[src/rtl/vext_pkg.sv]
package vext_pkg;
  typedef enum logic [1:0] {
    EW8  = 2'd0,
    EW16 = 2'd1,
    EW32 = 2'd2,
    EW64 = 2'd3
  } ew_code_e;

  localparam logic [5:0] OP_F6     = 6'b001100;
  localparam logic [2:0] OP_F3     = 3'b010;
  localparam logic [6:0] OP_MAJOR  = 7'b1010111;

  // Fold a width code onto what a given scalar width can hold.
  function automatic logic [1:0] clamp_code(input logic [1:0] code, input int xlen);
    if (xlen < 64 && code == EW64) return EW32;
    return code;
  endfunction
endpackage

[src/rtl/vext_decode.sv]
module vext_decode (
  input  logic [31:0] instr,
  output logic        hit,
  output logic [4:0]  rd
);
  import vext_pkg::*;
  logic f6_ok, f3_ok, op_ok;
  always_comb begin
    f6_ok = (instr[31:26] == OP_F6) && instr[25];
    f3_ok = (instr[14:12] == OP_F3);
    op_ok = (instr[6:0] == OP_MAJOR);
    hit   = f6_ok && f3_ok && op_ok;
    rd    = instr[11:7];
  end
endmodule

[src/rtl/vext_range.sv]
module vext_range #(
  parameter int VLEN = 128,
  parameter int XLEN = 64
) (
  input  logic [1:0]      code,
  input  logic [XLEN-1:0] idx,
  input  logic            from_x0,
  output logic [XLEN-1:0] count,
  output logic            in_range
);
  always_comb begin
    count    = XLEN'(VLEN) >> (32'd3 + 32'(code));
    in_range = from_x0 || (idx < count);
  end
endmodule

[src/rtl/vext_select.sv]
module vext_select #(
  parameter int VLEN = 128,
  parameter int XLEN = 64
) (
  input  logic [VLEN-1:0] vreg,
  input  logic [1:0]      code,
  input  logic [XLEN-1:0] idx,
  input  logic            from_x0,
  output logic [XLEN-1:0] elem
);
  localparam int NBYTES = VLEN / 8;
  localparam int IDXW   = $clog2(NBYTES);
  localparam int POSW   = $clog2(VLEN);
  localparam int NWID   = (XLEN >= 64) ? 4 : 3;

  logic [IDXW-1:0] raw_idx;
  logic [XLEN-1:0] per_width [NWID];

  assign raw_idx = from_x0 ? '0 : idx[IDXW-1:0];

  for (genvar k = 0; k < NWID; k++) begin : g_width
    localparam int W   = 8 << k;
    localparam int CNT = VLEN / W;
    logic [IDXW-1:0] masked;
    logic [POSW-1:0] bitpos;
    assign masked = raw_idx & IDXW'(CNT - 1);
    assign bitpos = POSW'(masked) << (3 + k);
    assign per_width[k] = XLEN'(vreg[bitpos +: W]);
  end

  always_comb begin
    elem = per_width[0];
    for (int k = 1; k < NWID; k++)
      if (int'(code) == k) elem = per_width[k];
  end
endmodule

[src/rtl/vec_elem_extract.sv]
module vec_elem_extract #(
  parameter int VLEN = 128,
  parameter int XLEN = 64
) (
  input  logic            clk,
  input  logic            rst,
  input  logic            in_valid,
  input  logic [31:0]     instr,
  input  logic [VLEN-1:0] vreg,
  input  logic [1:0]      sew,
  input  logic [XLEN-1:0] idx,
  input  logic            idx_is_x0,
  output logic            insn_match,
  output logic            out_valid,
  output logic [4:0]      out_rd,
  output logic [XLEN-1:0] out_data
);
  import vext_pkg::*;

  logic [4:0]      dec_rd;
  logic [1:0]      code;
  logic [XLEN-1:0] elem;
  logic [XLEN-1:0] count;
  logic            in_range;
  logic            accept;

  assign code   = clamp_code(sew, XLEN);
  assign accept = in_valid && insn_match;

  vext_decode u_dec (.instr(instr), .hit(insn_match), .rd(dec_rd));

  vext_range #(.VLEN(VLEN), .XLEN(XLEN)) u_rng (
    .code(code), .idx(idx), .from_x0(idx_is_x0),
    .count(count), .in_range(in_range)
  );

  vext_select #(.VLEN(VLEN), .XLEN(XLEN)) u_sel (
    .vreg(vreg), .code(code), .idx(idx), .from_x0(idx_is_x0), .elem(elem)
  );

  always_ff @(posedge clk) begin
    if (rst) begin
      out_valid <= 1'b0;
      out_data  <= '0;
      out_rd    <= '0;
    end else begin
      out_valid <= accept;
      if (accept) begin
        out_data <= in_range ? elem : '0;
        out_rd   <= dec_rd;
      end
    end
  end

  a_r2_valid_follows: assert property (@(posedge clk) disable iff (rst)
    accept |=> out_valid);
  a_r2_no_spurious: assert property (@(posedge clk) disable iff (rst)
    !accept |=> !out_valid);
  a_r3_rd_pass: assert property (@(posedge clk) disable iff (rst)
    accept |=> out_rd == $past(instr[11:7]));
  a_r5_byte_zext: assert property (@(posedge clk) disable iff (rst)
    (accept && code == 2'd0) |=> out_data[XLEN-1:8] == '0);
  a_r6_x0_elem0: assert property (@(posedge clk) disable iff (rst)
    (accept && idx_is_x0 && code == 2'd0) |=> out_data[7:0] == $past(vreg[7:0]));
  a_r7_oob_zero: assert property (@(posedge clk) disable iff (rst)
    (accept && !idx_is_x0 && idx >= count) |=> out_data == '0);
  a_r10_reset_clear: assert property (@(posedge clk)
    $past(rst) |-> (!out_valid && out_data == '0));
endmodule

[config.mk]
export PLATFORM = sky130hd
export DESIGN_NAME = vec_elem_extract
export DESIGN_NICKNAME = d
export VERILOG_FILES = /design/src/rtl/vext_pkg.sv /design/src/rtl/vext_decode.sv /design/src/rtl/vext_range.sv /design/src/rtl/vext_select.sv /design/src/rtl/vec_elem_extract.sv
export SDC_FILE = /design/constraint.sdc
export NUM_CORES = 1
export LEC_CHECK = 0
export ABC_AREA = 1
export ABC_CLOCK_PERIOD_IN_PS = 2600
export BUFFER_PORTS_ARGS = -buffer_cell sky130_fd_sc_hd__buf_2
export CELL_PAD_IN_SITES_DETAIL_PLACEMENT = 1
export CELL_PAD_IN_SITES_GLOBAL_PLACEMENT = 1
export CORE_MARGIN = 5
export CORE_UTILIZATION = 31
export CTS_BUF_LIST = sky130_fd_sc_hd__clkbuf_16
export DETAILED_ROUTE_END_ITERATION = 7
export PLACE_DENSITY = 0.9
export SLEW_MARGIN = 10
export SYNTH_ARGS = -nofsm -noshare
export SYNTH_HDL_FRONTEND = slang
export SYNTH_SLANG_ARGS = --single-unit
[constraint.sdc]
create_clock -name clk -period 2.6 [get_ports clk]
set_input_delay 0.39 -clock clk [delete_from_list [all_inputs] [get_ports clk]]
set_output_delay 0.39 -clock clk [all_outputs]
set_load 0.005 [all_outputs]
### Word-level counts from Yosys, hierarchy flattened

Index checks and enable logic that the tools add are counted.
W data, S select, Z words.

* add/subtract/negate cells: 1
* order comparisons: 1
* eq/ne operators: 6
* shift operators: 5
* muxes and demuxes: 5
* reduce and logical (&&, ||, !) cells: 5

Operators by type and width (number)
* $mux W64: 3
* $shiftx A128 B8 Y16: 1
* $shiftx A128 B8 Y32: 1
* $shiftx A128 B8 Y64: 1
* $shiftx A128 B8 Y8: 1
* $lt A64 B64 Y1: 1
* $shr A8 B32 Y64 const A: 1
* $mux W16: 1
* $eq A7 B7 Y1 const B: 1
* $eq A6 B4 Y1 const B: 1
* $eq A2 B2 Y1 const B: 2
* $logic_and A1 B1 Y1: 4
* $mux W4: 1
* $add A2 B2 Y3 const A: 1
* $eq A3 B2 Y1 const B: 1
* $eq A2 B1 Y1 const B: 1
* $logic_or A1 B1 Y1: 1

* register bits after elaboration: 70
* input bits: 230
* output and inout bits: 71

### Longest topological paths before layout

* word-level depth: 6
* depth in mapped cells: 15
* gate-level depth less buffers: 13

### Modules after synthesis

Synthesis repeated with hierarchy kept, for this count alone.

* cells, all modules: 1541
* area, all modules: 8082.8 µm²

By module, submodules not included
* vext_select: times used 1, cells each 803, area an instance 3833.7 µm², sequential area each 0.0 µm²
* vec_elem_extract: times used 1, cells each 575, area an instance 3355.7 µm², sequential area each 1401.3 µm²
* vext_range: times used 1, cells each 140, area an instance 784.5 µm², sequential area each 0.0 µm²
* vext_decode: times used 1, cells each 23, area an instance 108.9 µm², sequential area each 0.0 µm²

### Worst setup path before layout

No wires, ideal clock.

* kind: input port to flip-flop
* from: input sew[0]
* to: register out_data[32]
* arrival: 2.112 ns
* path slack: 0.418 ns
* stages: 15
* buffers on the path: 2
* cell sequence: buf_4 nor2_1 inv_1 ha_1 nor2_1 and2_0 nand2_1 nor2_1 nand3_2 nand2_4 nand2_4 nor2_4 buf_6 nand2_1 a21oi_1

* cells in the longest elaborated chain, start to end: 5
* elaborated cells on any way between the ends: 7
* those cells by class: 1 x add/sub; 1 x order compare; 1 x eq/ne; 1 x shift; 2 x mux; 1 x reduce/logical

Ends and longest elaborated chain
* from (decl): RTL line vec_elem_extract.sv:10 `input logic [1:0] sew,`
* $add A2 B2 Y3: RTL line vext_range.sv:12 `count = XLEN'(VLEN) >> (32'd3 + 32'(code));`
* $shr A8 B32 Y64: RTL line vext_range.sv:12
* $lt A64 B64 Y1: RTL line vext_range.sv:13 `in_range = from_x0 || (idx < count);`
* $logic_or A1 B1 Y1: RTL line vext_range.sv:13
* $mux W64 (*): RTL line vec_elem_extract.sv:49 `out_data <= in_range ? elem : '0;`
* to (signal assigned): RTL line vec_elem_extract.sv:49
* to (decl): RTL line vec_elem_extract.sv:16 `output logic [XLEN-1:0] out_data`

Every way passes the cells marked *; elsewhere a longest branch is shown, timed or not.
A chain may end at the register's enable or synchronous reset.

### Worst setup path after layout

* from: input sew[0]
* to: register out_data[46]

Same word-level chain as after synthesis.

==> results.sh <==
export IMPL_synth_seq_area_share=0.203
export IMPL_p_leak_uw=0.00480
export IMPL_min_to="out_rd[0]"
export IMPL_wl_met1_mm=15.0
export IMPL_met3_length_mm=3.40
export IMPL_tightest_slew_ns=0.708
export IMPL_ios=301
export IMPL_ctsResizeCount=0
export IMPL_synth_edf_count=0
export IMPL_reg2reg_depth=2
export IMPL_routed_wl_mm=35.6
export IMPL_rrSetupSlack_ns=1.89
export IMPL_port_buffers=290
export IMPL_power_density_mw_per_mm2=375
export IMPL_drc=0
export IMPL_dr_max_layer_used="met5"
export IMPL_track_usage=0.268
export IMPL_hpwl_mm=28.4
export IMPL_crit_buf_inv=4
export IMPL_ys_types=33
export IMPL_ys_dominant_reg_cell="dfxtp_1"
export IMPL_num_nets_final=1783
export IMPL_dr_first_iter_drc_count=819
export IMPL_drtAntennaViolNets=0
export IMPL_slowest_delay_ns=0.31
export IMPL_maxSlewViolCount=0
export IMPL_clk_insertion_delay_late_ns=0.35
export IMPL_hold_viol=0
export IMPL_startpoint_type="input pin"
export IMPL_std_cell_rows=54
export IMPL_worstPathMaxFanout=32
export IMPL_ir_drop_uv=314
export IMPL_gp_congestion=0.977
export IMPL_cts_inserted_buffers=9
export IMPL_max_cap_viol_count=0
export IMPL_skew_ns=0
export IMPL_pre_cts_ws_ns=0.130
export IMPL_min_path_type="input pin to register"
export IMPL_syn_inst=1292
export IMPL_setup_tns_final_ns=0
export IMPL_synth_area_leader_cell="nand2_1"
export IMPL_die_h_um=159
export IMPL_syn_avg_cell_area_um2=5.34
export IMPL_critPathSlowestCell="ha_1"
export IMPL_netlist_area_leader_share=0.207
export IMPL_via_per_inst=5.29
export IMPL_htree_levels=3
export IMPL_clock_path_buffers=2
export IMPL_fin_crit_ns=2.10
export IMPL_cts_tree="yes"
export IMPL_synth_area_mm2=0.00689
export IMPL_critPathCaptureType="register"
export IMPL_syn_nets=1525
export IMPL_setup_viol=0
export IMPL_arrival_ns=2.37
export IMPL_grt_pass1_vias=9992
export IMPL_initial_core_util=0.315
export IMPL_first_pass_iters=5
export IMPL_vias=9711
export IMPL_area_growth_pct=30.6
export IMPL_min_delay_start="instr[7]"
export IMPL_outcome="finished clean"
export IMPL_antenna_found_initial=2
export IMPL_drive_gt1_frac=0.239
export IMPL_ys_ff_latch=70
export IMPL_cts_sinks=70
export IMPL_avgRoutedWirePerCell_um=19.4
export IMPL_synth_area_leaders="nand2_1, dfxtp_1, nand3_1"
export IMPL_setup_ws_ns=0.502
export IMPL_rsz0062_at_grt="no"
export IMPL_crit_chain="buf_2 > inv_1 > nor2_1 > inv_1 > ha_1 > a21oi_1 > o21ai_1 > nand3_1 > nand3_2 > nand2_4 > nand2_4 > nor2_4 > buf_12 > nand2_1 > a21oi_1"
export IMPL_slew_headroom=0.523
export IMPL_post_route_period_util=0.807
export IMPL_coreArea_mm2=0.0219
export IMPL_fmax_ghz=0.477
export IMPL_grt_overflow=0
export IMPL_async_flop_share=0
export IMPL_r2r_end="out_data[33]"
export IMPL_post_cts_buffers=0
export IMPL_worstPathRequired_ns=2.88
export IMPL_path_delay_family="simple AND/OR/NAND/NOR gates"
export IMPL_ys_warnings_count=0
export IMPL_grt_pass1_wl_mm=55.3
export IMPL_hold_buffers=0
export IMPL_min_path_cells=3
export IMPL_wl_met2_mm=15.7
export IMPL_timing_rr_start="out_data[33]"
export IMPL_clk_pin_slew_worst_paths_ns=0.06
export IMPL_grt_max_degree=72
export IMPL_critPathKind="input pin to register"
export IMPL_cts_root_buf="clkbuf_16"
export IMPL_die_x_um=159
export IMPL_dieArea_mm2=0.0253
## worst max-delay path by stage
| stage | to | depth (start not counted) | from |
|---|---|---|---|
| final | out_data[46] | 15 | sew[0] |
| after global routing | out_data[51] | 15 | sew[0] |
| after CTS | out_data[41] | 15 | sew[0] |
| after detailed placement | out_data[41] | 15 | sew[0] |
| after global placement | out_data[44] | 15 | sew[0] |
| after floorplan | out_data[32] | 15 | sew[0] |
## registers in the layout (all words and copies together), names as in the netlist
name,cells
out_data,64
out_rd,5
out_valid,1
## cells in the mapped netlist, types with 2 or more instances
library cell / n
or2_2: 19
o21ai_0: 55
a21oi_1: 92
nor2_1: 102
nand3_1: 250
clkbuf_1: 38
o211ai_1: 36
buf_1: 3
nand2_1: 380
inv_1: 167
o221ai_1: 2
nand2_4: 2
nand4_1: 5
inv_2: 3
buf_4: 4
buf_6: 3
o31ai_1: 6
buf_2: 33
o21ai_1: 6
ha_1: 3
dfxtp_1: 70
nand3b_1: 2
## worst reg2reg max path: cells and delay by family (launching register included)
kind	cells	cell delay, ns
flip-flops	1	0.39
AO/OA/AOI/OAI	1	0.16
AND/OR/NAND/NOR	1	0.08
## per-stage QoR
step / util / instance area [um^2] / total power (uW) / std cells / hold WS (ns)
2_1_floorplan: - / 6890 / 1680 / 1292 / 0.462
3_3_place_gp: 0.398 / 8720 / 2100 / 1819 / 0.451
3_5_place_dp: 0.398 / 8720 / 2130 / 1819 / 0.453
4_1_cts: 0.411 / 9000 / 3370 / 1835 / 0.264
5_1_grt: 0.411 / 9000 / 3530 / 1835 / 0.272
6_report: 0.411 / 9000 / 3370 / 1836 / 0.266
## per-layer routing
layer,global-route usage,vias up
met2,0.417,483
met5,0,-
met3,0.0694,71
li1,-,4687
met4,0.114,4
met1,0.351,4466
## layout by cell type, fill, tap and decap left out, types with 2 or more instances in the layout
cell	n
inv_2	4
nand3_1	250
o21ai_0	55
nor2_1	101
a21oi_1	92
ha_1	3
o31ai_1	6
nor2_4	2
nand2_1	378
nand3b_1	2
o221ai_1	2
buf_12	8
clkinv_1	3
clkbuf_16	9
buf_4	30
o21ai_1	6
nand2_2	2
or2_2	19
buf_2	290
dfxtp_1	70
o211ai_1	36
nand2_4	3
inv_1	168
nand4_1	5
## kinds of logic after synthesis
| family | count (synthesis) | share of synthesized area |
|---|---|---|
| buffers and inverters | 252 | 0.149 |
| AOI/OAI and AO/OA | 201 | 0.164 |
| DFF | 70 | 0.203 |
| and+or+nand+nor | 766 | 0.478 |
| adders and majority gates | 3 | 0.00545 |
## area by class of cell
type,count,area [um^2]
tap,280,350
timing repair buffer,328,1840
sequential,70,1400
multi-input combinational,970,4490
antenna,1,2.50
fill,3136,12900
clock inverter,7,57.6
inverter,171,642
clock buffer,9,225
## where the power goes
part,internal (uW),total [uW],switching (uW)
combinational,386,1060,672
clock,728,1240,517
sequential,1070,1070,0.000962
total,2190,3370,1190
No activity file was read; power rests on OpenSTA's default activity.
